[src/rtl/cachectl_pkg.sv]
`timescale 1ns/1ps
package cachectl_pkg;
    localparam int CFG_W     = 16;
    localparam int B_EN      = 0;
    localparam int B_PAR     = 1;
    localparam int B_CLK_LO  = 4;
    localparam int B_CLK_HI  = 6;
    localparam int B_DONLY   = 9;
    localparam int B_INV     = 10;
    localparam int B_ZZ      = 11;
    localparam int B_WT      = 12;

    typedef struct packed {
        logic [CFG_W-1:0] cfg;
        logic             live_en;
        logic             inv_pulse;
        logic             zz;
        logic             err;
    } seq_state_t;
endpackage

[src/rtl/cachectl_wrfilt.sv]
`timescale 1ns/1ps
module cachectl_wrfilt
    import cachectl_pkg::*;
(
    input  logic [CFG_W-1:0] cur,
    input  logic [CFG_W-1:0] wdata,
    input  logic             wr_en,
    input  logic             dll_locked,
    output logic [CFG_W-1:0] nxt,
    output logic             reject,
    output logic             inv_start
);
    logic ratio_set;
    logic en_ok;

    assign ratio_set = |cur[B_CLK_HI:B_CLK_LO];
    assign en_ok     = ratio_set && dll_locked && !cur[B_INV];

    always_comb begin
        nxt       = cur;
        reject    = 1'b0;
        inv_start = 1'b0;
        if (wr_en) begin
            nxt        = wdata;
            nxt[B_INV] = cur[B_INV];
            // invalidate: refused while enabled or being enabled
            if (wdata[B_INV]) begin
                if (cur[B_EN] || wdata[B_EN]) begin
                    reject = 1'b1;
                end else if (!cur[B_INV]) begin
                    nxt[B_INV] = 1'b1;
                    inv_start  = 1'b1;
                end
            end
            // enable: needs divider, lock and no pending invalidate
            if (wdata[B_EN] && !cur[B_EN] && !en_ok) begin
                nxt[B_EN] = 1'b0;
                reject    = 1'b1;
            end
            // write-through frozen while enabled
            if (wdata[B_WT] && !cur[B_WT] && cur[B_EN]) begin
                nxt[B_WT] = 1'b0;
                reject    = 1'b1;
            end
        end
    end
endmodule

[src/rtl/cachectl_zzctl.sv]
`timescale 1ns/1ps
module cachectl_zzctl (
    input  logic zz_allow,
    input  logic nap,
    input  logic sleep,
    output logic zz_want
);
    logic low_power;
    assign low_power = nap | sleep;
    assign zz_want   = zz_allow & low_power;
endmodule

[src/rtl/cachectl_policy.sv]
`timescale 1ns/1ps
module cachectl_policy #(
    parameter int PAR_W = 8
) (
    input  logic             par_on,
    input  logic             data_only,
    input  logic             wt_bit,
    input  logic             iside_only,
    input  logic [PAR_W-1:0] par_in,
    output logic [PAR_W-1:0] par_out,
    output logic             alloc_lock,
    output logic             wt_mode
);
    assign alloc_lock = data_only & iside_only;
    assign wt_mode    = wt_bit;

    for (genvar i = 0; i < PAR_W; i++) begin : g_par
        assign par_out[i] = par_in[i] & par_on;
    end
endmodule

[src/rtl/cachectl_seq.sv]
`timescale 1ns/1ps
module cachectl_seq
    import cachectl_pkg::*;
#(
    parameter int PAR_W = 8
) (
    input  logic             clk,
    input  logic             rst_n,
    input  logic             wr_en,
    input  logic [15:0]      wr_data,
    output logic [15:0]      rd_data,
    input  logic             dll_locked,
    input  logic             xact_accept,
    input  logic             inv_done,
    input  logic             nap,
    input  logic             sleep,
    input  logic             iside_only,
    input  logic [PAR_W-1:0] par_in,
    output logic             cache_en,
    output logic             inv_pulse,
    output logic             wt_mode,
    output logic             alloc_lock,
    output logic             ram_zz,
    output logic             cfg_err,
    output logic [PAR_W-1:0] par_out
);
    seq_state_t s_d, s_q;

    logic [CFG_W-1:0] filt_nxt;
    logic             filt_reject;
    logic             filt_inv_start;
    logic             zz_want;

    cachectl_wrfilt u_filt (
        .cur        (s_q.cfg),
        .wdata      (wr_data),
        .wr_en      (wr_en),
        .dll_locked (dll_locked),
        .nxt        (filt_nxt),
        .reject     (filt_reject),
        .inv_start  (filt_inv_start)
    );

    cachectl_zzctl u_zz (
        .zz_allow (s_q.cfg[B_ZZ]),
        .nap      (nap),
        .sleep    (sleep),
        .zz_want  (zz_want)
    );

    cachectl_policy #(.PAR_W(PAR_W)) u_pol (
        .par_on     (s_q.cfg[B_PAR]),
        .data_only  (s_q.cfg[B_DONLY]),
        .wt_bit     (s_q.cfg[B_WT]),
        .iside_only (iside_only),
        .par_in     (par_in),
        .par_out    (par_out),
        .alloc_lock (alloc_lock),
        .wt_mode    (wt_mode)
    );

    always_comb begin
        s_d           = s_q;
        s_d.cfg       = filt_nxt;
        if (inv_done && s_q.cfg[B_INV]) begin
            s_d.cfg[B_INV] = 1'b0;
        end
        s_d.inv_pulse = filt_inv_start;
        s_d.err       = s_q.err | filt_reject;
        s_d.zz        = zz_want;
        if (xact_accept) begin
            s_d.live_en = s_q.cfg[B_EN];
        end
    end

    always_ff @(posedge clk or negedge rst_n) begin
        if (!rst_n) begin
            s_q <= '0;
        end else begin
            s_q <= s_d;
        end
    end

    assign rd_data   = s_q.cfg;
    assign cache_en  = s_q.live_en;
    assign inv_pulse = s_q.inv_pulse;
    assign ram_zz    = s_q.zz;
    assign cfg_err   = s_q.err;
endmodule

[config.mk]
export PLATFORM = sky130hd
export DESIGN_NAME = cachectl_seq
export DESIGN_NICKNAME = d
export VERILOG_FILES = /design/src/rtl/cachectl_pkg.sv /design/src/rtl/cachectl_wrfilt.sv /design/src/rtl/cachectl_zzctl.sv /design/src/rtl/cachectl_policy.sv /design/src/rtl/cachectl_seq.sv
export SDC_FILE = /design/constraint.sdc
export NUM_CORES = 1
export LEC_CHECK = 0
export ABC_AREA = 1
export BUFFER_PORTS_ARGS = -buffer_cell sky130_fd_sc_hd__clkbuf_2
export CAP_MARGIN = 30
export CORE_MARGIN = 2
export CORE_UTILIZATION = 43
export DETAILED_ROUTE_END_ITERATION = 6
export PLACE_DENSITY = 0.83
export SYNTH_ARGS = -nofsm -noshare
export SYNTH_HDL_FRONTEND = slang
export SYNTH_SLANG_ARGS = --single-unit
export TNS_END_PERCENT = 1
[constraint.sdc]
create_clock -name clk -period 1.66 [get_ports clk]
set_input_delay 0.332 -clock clk [delete_from_list [all_inputs] [get_ports clk]]
set_output_delay 0.332 -clock clk [all_outputs]
set_load 0.1 [all_outputs]
==> results of run 1 <==
[layer usage]
layer	GRT usage (%)	share of wire (%)	up-vias
met3	3.57	10	2
met2	32.9	48	49
met5	0	0	-
met1	22.9	41	401
met4	5.41	0.24	0
li1	-	-	457
[sequential cells by signal, indices dropped and copies added, names as in the netlist]
signal	count
cache_en	1
inv_pulse	1
ram_zz	1
rd_data	16
cfg_err	1
[where the power goes]
group | total [mW] | internal (mW) | switching (mW) | leakage (nW)
sequential | 0.562 | 0.530 | 0.0320 | 0.242
combinational | 0.687 | 0.140 | 0.547 | 0.599
clock | 0.225 | 0.0932 | 0.132 | 0.0150
[final cells by class]
class,instances,area [um2]
Fill cell,179,637
Timing Repair Buffer,63,445
Tap cell,27,33.8
Sequential cell,20,503
Clock buffer,4,26.3
Multi-Input combinational cell,71,287
Inverter,18,70.1
[cell usage in the layout (no fill, tap or decap)]
cell and count:
nand2_1 53, clkbuf_2 52, dfrtp_1 18, inv_1 17
nor2_1 9, buf_12 8, o21ai_0 4, clkbuf_4 3
buf_4 2, dfrtp_2 2, nand2_2 1, nand4_1 1
inv_4 1, nand3_1 1, o21ai_1 1, mux2_2 1
clkbuf_1 1, dlygate4sd3_1 1
[per-stage QoR]
| stage | util, % | instances | area, um2 | worst slack [ps] |
|---|---|---|---|---|
| 6_report | 68.2 | 203 | 1370 | 100 |
| 3_3_place_gp | 66.3 | 198 | 1330 | 457 |
| 3_5_place_dp | 66.3 | 198 | 1330 | 428 |
| 4_1_cts | 68.1 | 203 | 1360 | 84.8 |
| 5_1_grt | 68.2 | 203 | 1370 | 46.2 |
| 2_1_floorplan | - | 117 | 923 | 196 |
[logic make-up after synthesis]
| kind of cell | Yosys count | share of synthesized area [%] |
|---|---|---|
| and+or+nand+nor | 65 | 27.1 |
| buffers and inverters | 26 | 14.7 |
| DFF | 20 | 54.3 |
| AOI/OAI and AO/OA | 5 | 2.71 |
| muxes | 1 | 1.22 |
[what timing repair did]
action,CTS,global route
setup endpoints to repair,0,1
hold endpoints to repair,20,0
gates resized for setup,0,1
hold buffers,1,0
[how the worst min path moves through the flow]
stage / start / endpoint / slack (ps)
2_1_floorplan: rst_n / cache_en / 40
3_3_place_gp: rst_n / rd_data[0] / 310
3_5_place_dp: rst_n / cfg_err / 310
4_1_cts: inv_done / rd_data[10] / 210
5_1_grt: inv_done / rd_data[10] / 230
6_report: inv_done / rd_data[10] / 220
==> impl_metrics.toml, run 1 <==
[placement]
hpwl_um = 1720
io_buffers = 62
place_congestion = 0.660

[timing]
drv_slew = 0
tightestPinTransition_ps = 546
rsz0062_at_grt = "no"
fin_skew_ps = 4.32
finalCriticalPeriod_ps = 1560
fmax_mhz = 641
setup_viol = 0
setup_tns_ps = 0
hold_violations = 0
fin_crit_sh_pct = 94.0
max_slew_margin_pct = 63.7
fin_hold_ws_ps = 218

[worst_setup_path]
cp-end-kind = "output port"
crit_start = "rd_data[0]"
crit_family = "buffers and inverters"
cp-start-kind = "flip-flop"
rrSetupSlack_ps = 650
crit_end = "rd_data[0]"
path_depth = 1
slowest_stage = "clkbuf_2"
reg2reg_from = "rd_data[0]"
r2r-end = "cfg_err"
path_buf_inv = 1
critPathMaxFanout = 6
worstPathArrival_ps = 1230
required_ps = 1330
crit_type = "reg2out"
rr_worst_depth = 6
cpPeakStageDelay_ps = 490
crit_chain = "clkbuf_2"

[clock_network]
cts_num_sinks = 20
cts-root-buf = "clkbuf_4"
cts_tree = "yes"
cts_buffers = 3
postCtsSetupRepairBufs = 0
cts-htree-levels = 1
cts.path.max_buffers = 2
worstSkewPairLatency_ps = 290
clk_pin_slew_ps = 100

[detailed_routing]
first_pass_iters = 4
via_per_inst = 4.48
drc = 0
wire_per_inst_um = 10.2
first_iter_violations = 7
ant_nets = 0
drt_wl_total_um = 2060
vias = 909

[die]
die_h_um = 50.3
die_w_um = 50.3
core_area_mm2 = 0.00200
placementRows = 16
initial_utilization_pct = 46.1
die_area_mm2 = 0.00253
io_pins = 63

[logic_synthesis]
synth_area_um2 = 922
synth_edf_count = 0
ys_types = 14
ys_warn_count = 0
synth.most_common_cell = "nand2_1"
yosysTopAreaCellShare_pct = 54.3
avgSynthCellArea_um2 = 7.88
synth_top_area_cell = "dfrtp_1"
synth_top_flop_cell = "dfrtp_1"
synth_seq_cells = 20
ys_async_sr_fraction_pct = 100
synth_nets = 150
synth_common_cells = "53 x nand2_1, 20 x dfrtp_1, 17 x inv_1"
syn_inst = 117
synth_area_leaders = "dfrtp_1 54%, nand2_1 22%, inv_1 6.9%, buf_4 4.1%, nor2_1 3.7%"
ys_seq_area_share_pct = 54.3

[finish]
nets = 210
final_layout_size_suffix_gt1_share_pct = 39.8
syn_to_final_growth_pct = 48.0
n_antenna_cell = 0

[grt]
antenna_found_initial = 0
grt.total_usage_pct = 18.6
grt_start_max_net_pins = 21
grt_pass1_vias = 873
grt_remaining_overflow = 0
grt_pass1_wl_um = 3640

[worst_hold_path]
hold_path.class = "in2reg"
holdPathStages = 2

[pwr]
ir_worst_vdd_v = 0.000647
leakage_nw = 0.856
finalPower_mw = 1.47
power_density_mw_per_mm2 = 1080

[job]
drv_cap = 0

[run_status]
run_status = "finished clean"
No activity file was read; power rests on OpenSTA's default activity.
==> inputs of run 2 (changes only) <==
--- a/config.mk
+++ b/config.mk
@@ -9,9 +9,9 @@
 export BUFFER_PORTS_ARGS = -buffer_cell sky130_fd_sc_hd__clkbuf_2
 export CAP_MARGIN = 30
 export CORE_MARGIN = 2
-export CORE_UTILIZATION = 43
+export CORE_UTILIZATION = 36
 export DETAILED_ROUTE_END_ITERATION = 6
-export PLACE_DENSITY = 0.83
+export PLACE_DENSITY = 0.74
 export SYNTH_ARGS = -nofsm -noshare
 export SYNTH_HDL_FRONTEND = slang
 export SYNTH_SLANG_ARGS = --single-unit
==> constraint.sdc (replaced) <==
create_clock -name clk -period 1.34 [get_ports clk]
set_input_delay 0.268 -clock clk [delete_from_list [all_inputs] [get_ports clk]]
set_output_delay 0.268 -clock clk [all_outputs]
set_load 0.1 [all_outputs]
==> impl_metrics.toml, run 2 (synthesis results as in run 1) <==
[run_status]
run_status = "finished, violations left"
violations = "negative setup slack"

[pwr]
ir_worst_vdd_v = 0.000997
leakage_nw = 0.981
finalPower_mw = 2.14
power_density_mw_per_mm2 = 1220

[clock_network]
cts-htree-levels = 1
worstSkewPairLatency_ps = 290
cts_tree = "yes"
clk_pin_slew_ps = 100
cts-root-buf = "clkbuf_4"
cts_num_sinks = 20
cts_buffers = 3
cts.path.max_buffers = 2

[job]
drv_cap = 0

[finish]
n_antenna_cell = 0
nFillCells = 181
utilization_pct = 71.9
nets = 212
instances_no_fill = 208
largest_reg_flops = 16
multi_input_area_um2 = 322
regArea_um2 = 503
final_cell_mix = "45 x nand2_1, 32 x clkbuf_2, 30 x buf_12"
postLayoutCellArea_mm2 = 0.00176
final_layout_size_suffix_gt1_share_pct = 50.6
final_common_cell = "nand2_1"
syn_to_final_growth_pct = 91.3

[worst_setup_path]
cpPeakStageDelay_ps = 430
rr_worst_depth = 6
critPathMaxFanout = 5
slowest_stage = "dfrtp_2"
cp-start-kind = "flip-flop"
crit_chain = "buf_6 > nand2_4 > inv_2 > buf_12"
reg2reg_from = "rd_data[0]"
crit_type = "reg2out"
r2r-end = "cfg_err"
worstPathArrival_ps = 1140
rrSetupSlack_ps = 280
cp-end-kind = "output port"
required_ps = 1070

[detailed_routing]
drt_wl_total_um = 2590
drc = 0
ant_nets = 0
via_per_inst = 4.44
vias = 923
wire_per_inst_um = 12.5
first_iter_violations = 9
first_pass_iters = 4

[worst_hold_path]
holdPathStages = 2
hold_path.class = "in2reg"
worstHoldStart = "inv_done"
hold_path_end = "rd_data[10]"

[timing]
setup_tns_ps = -434
rsz0062_at_grt = "yes"
fin_ws_ps = -64.6
fin_crit_sh_pct = 105
tightestPinTransition_ps = 475
drv_slew = 0
fin_skew_ps = 6.83
max_slew_margin_pct = 68.4
fmax_mhz = 712
setup_viol = 8
hold_violations = 0
finalCriticalPeriod_ps = 1400

[die]
core_area_mm2 = 0.00245
die_area_mm2 = 0.00298
initial_utilization_pct = 37.6
placementRows = 18
die_w_um = 54.6
io_pins = 63
die_h_um = 54.6

[placement]
io_buffers = 62
place_congestion = 0.738
place_area_mm2 = 0.00166
hpwl_um = 1980
dp.cells = 201

[grt]
grt_pass1_wl_um = 4000
grt_remaining_overflow = 0
grt_pass1_vias = 952
antenna_found_initial = 0
grt.total_usage_pct = 19.3
grt_start_max_net_pins = 21
==> run 2: worst max-delay path by stage <==
stage | startpoint | end | slack [ps] | cells after the start
after global routing | rd_data[1] | par_out[4] | -120 | 4
after floorplan | rd_data[6] | cfg_err | -120 | 7
after CTS | rd_data[1] | par_out[6] | -50 | 4
after global placement | rd_data[1] | par_out[0] | 210 | 3
after detailed placement | rd_data[1] | par_out[6] | 150 | 3
final | rd_data[1] | par_out[4] | -60 | 4
==> run 2: layout make-up <==
class                           count  area share [%]
Tap cell                           30            2.13
Multi-Input combinational cell     71            18.2
Sequential cell                    20            28.5
Clock buffer                        4            2.06
Inverter                           18            4.11
Timing Repair Buffer               65            45.0
==> run 2: critical path, delay by kind of cell (launching register included) <==
family | cells | cell delay [ps]
AND/OR/NAND/NOR | 1 | 60
flip-flops | 1 | 430
buffers and inverters | 3 | 360
==> run 2: what timing repair did <==
item | in CTS | in global routing
resized for setup | 22 | 4
setup endpoints to repair | 10 | 10
buffers inserted | 2 | 0
endpoints found under the hold margin | 20 | 0
hold buffers | 1 | 0
==> run 2: stage by stage <==
step | hold slack (ps) | setup slack [ps]
final | 155 | -64.6
after global routing | 147 | -117
after CTS | 145 | -53.6
after detailed placement | 246 | 151
after global placement | 252 | 206
after floorplan | -27.6 | -124
==> run 2: metal layers <==
| metal | part of all wire (%) | track usage (%) |
|---|---|---|
| met1 | 34 | 19.3 |
| met2 | 58 | 37.9 |
| met3 | 7.5 | 4.10 |
| met4 | 0.46 | 7.50 |
| met5 | 0 | 0 |
==> run 2: where the power goes <==
part	switching [mW]	leakage [nW]	total [mW]	internal (mW)
clock network	0.174	0.0210	0.340	0.165
registers	0.0675	0.242	0.724	0.657
logic	0.709	0.718	1.08	0.372
==> inputs of run 3 (changes only) <==
--- a/config.mk
+++ b/config.mk
@@ -9,9 +9,10 @@
 export BUFFER_PORTS_ARGS = -buffer_cell sky130_fd_sc_hd__clkbuf_2
 export CAP_MARGIN = 30
 export CORE_MARGIN = 2
-export CORE_UTILIZATION = 36
+export CORE_UTILIZATION = 40
 export DETAILED_ROUTE_END_ITERATION = 6
-export PLACE_DENSITY = 0.74
+export GPL_TIMING_DRIVEN = 0
+export PLACE_DENSITY = 0.78
 export SYNTH_ARGS = -nofsm -noshare
 export SYNTH_HDL_FRONTEND = slang
 export SYNTH_SLANG_ARGS = --single-unit
==> constraint.sdc (replaced) <==
create_clock -name clk -period 1.5 [get_ports clk]
set_input_delay 0.3 -clock clk [delete_from_list [all_inputs] [get_ports clk]]
set_output_delay 0.3 -clock clk [all_outputs]
set_load 0.1 [all_outputs]
==> impl_metrics.toml, run 3 (synthesis results as in run 1) <==
[run_status]
run_status = "finished clean"

[timing]
fin_skew_ps = 8.41
setup_tns_ps = 0
fmax_mhz = 684
setup_viol = 0
fin_ws_ps = 38.6
hold_violations = 0
tightestPinTransition_ps = 549
max_slew_margin_pct = 63.6
drv_slew = 0
rsz0062_at_grt = "yes"
fin_crit_sh_pct = 97.4
finalCriticalPeriod_ps = 1460
fin_hold_ws_ps = 163

[clock_network]
worstSkewPairLatency_ps = 300
cts-root-buf = "clkbuf_4"
cts_buffers = 3
cts.path.max_buffers = 2
cts_num_sinks = 20
cts_tree = "yes"
cts-htree-levels = 1
clk_pin_slew_ps = 120

[worst_setup_path]
rr_worst_depth = 6
worstPathArrival_ps = 1160
critPathMaxFanout = 9
cp-end-kind = "output port"
required_ps = 1200
crit_start = "rd_data[1]"
crit_end = "par_out[2]"
crit_type = "reg2out"
cp-start-kind = "flip-flop"
reg2reg_from = "rd_data[0]"
rrSetupSlack_ps = 490
r2r-end = "cfg_err"

[grt]
grt_start_max_net_pins = 21
grt.total_usage_pct = 17.6
grt_pass1_vias = 900
antenna_found_initial = 0
grt_pass1_wl_um = 3520
grt_remaining_overflow = 0

[pwr]
power_density_mw_per_mm2 = 1270
ir_worst_vdd_v = 0.000877
leakage_nw = 0.907

[die]
io_pins = 63
core_area_mm2 = 0.00219
die_h_um = 52.0
initial_utilization_pct = 42.1
die_w_um = 52.0
die_area_mm2 = 0.00271
placementRows = 17

[finish]
n_antenna_cell = 0
syn_to_final_growth_pct = 58.5
instances_no_fill = 212
utilization_pct = 66.7
final_layout_size_suffix_gt1_share_pct = 44.0
final_cell_mix = "53 x nand2_1, 43 x clkbuf_2, 19 x dfrtp_1"
final_common_cell = "nand2_1"
nets = 218
largest_reg_flops = 16

[worst_hold_path]
hold_path.class = "in2reg"

[placement]
io_buffers = 61
dp.cells = 206
place_congestion = 0.672
hpwl_um = 1600
post-place-ws_ps = 119

[detailed_routing]
via_per_inst = 4.42
vias = 936
drc = 0
ant_nets = 0
wire_per_inst_um = 10.5
drt_wl_total_um = 2220
first_iter_violations = 7
first_pass_iters = 4

[job]
drv_cap = 0
[run 3: timing repair]
action / in CTS / in global routing
endpoints found under the hold margin: 20 / 0
setup endpoints to repair: 14 / 13
setup buffers: 0 / 1
gates resized for setup: 24 / 18
hold buffers: 1 / 0
[run 3: where the power goes]
group	total (mW)	internal [mW]	switching, mW
clock	0.436	0.270	0.166
combinational	0.796	0.181	0.615
sequential	0.618	0.586	0.0322
total	1.85	1.04	0.814
[run 3: worst max-delay path, cell delays in order, from the launching register on]
cell and delay, ps:
dfrtp_1 390, buf_6 130, nand2_1 60, inv_1 80
buf_8 200
[run 3: worst min path at each step]
stage | start | to | slack [ps] | cells past startpoint
after global routing | inv_done | rd_data[10] | 180 | 2
after global placement | rst_n | cfg_err | 280 | 1
after CTS | inv_done | rd_data[10] | 160 | 2
final | inv_done | rd_data[10] | 160 | 2
after detailed placement | rst_n | cache_en | 290 | 1
after floorplan | rst_n | cache_en | 4 | 0
[run 3: per-stage QoR]
step	total power, mW	cell area, um2
6_report	1.85	1460
5_1_grt	1.93	1460
4_1_cts	1.85	1430
3_5_place_dp	1.36	1260
3_3_place_gp	1.35	1260
2_1_floorplan	1.22	923
[run 3: per-layer routing]
| metal | part of all wire, % | global-route usage (%) | wire [um] | up-vias |
|---|---|---|---|---|
| met5 | 0 | 0 | 0 | - |
| met4 | 0.50 | 5.26 | 11 | 0 |
| met3 | 7.6 | 3.16 | 169 | 2 |
| met2 | 53 | 34.6 | 1170 | 49 |
| met1 | 39 | 18.5 | 867 | 414 |
| li1 | - | - | - | 471 |
[run 3: layout make-up]
cell class                      instances  area, um2
Buffer                                  8       71.3
Clock buffer                            3       22.5
Clock inverter                          1       30.0
Fill cell                             192        729
Inverter                               18       70.1
Multi-Input combinational cell         71        287
Sequential cell                        20        502
Tap cell                               28       35.0
Timing Repair Buffer                   63        444
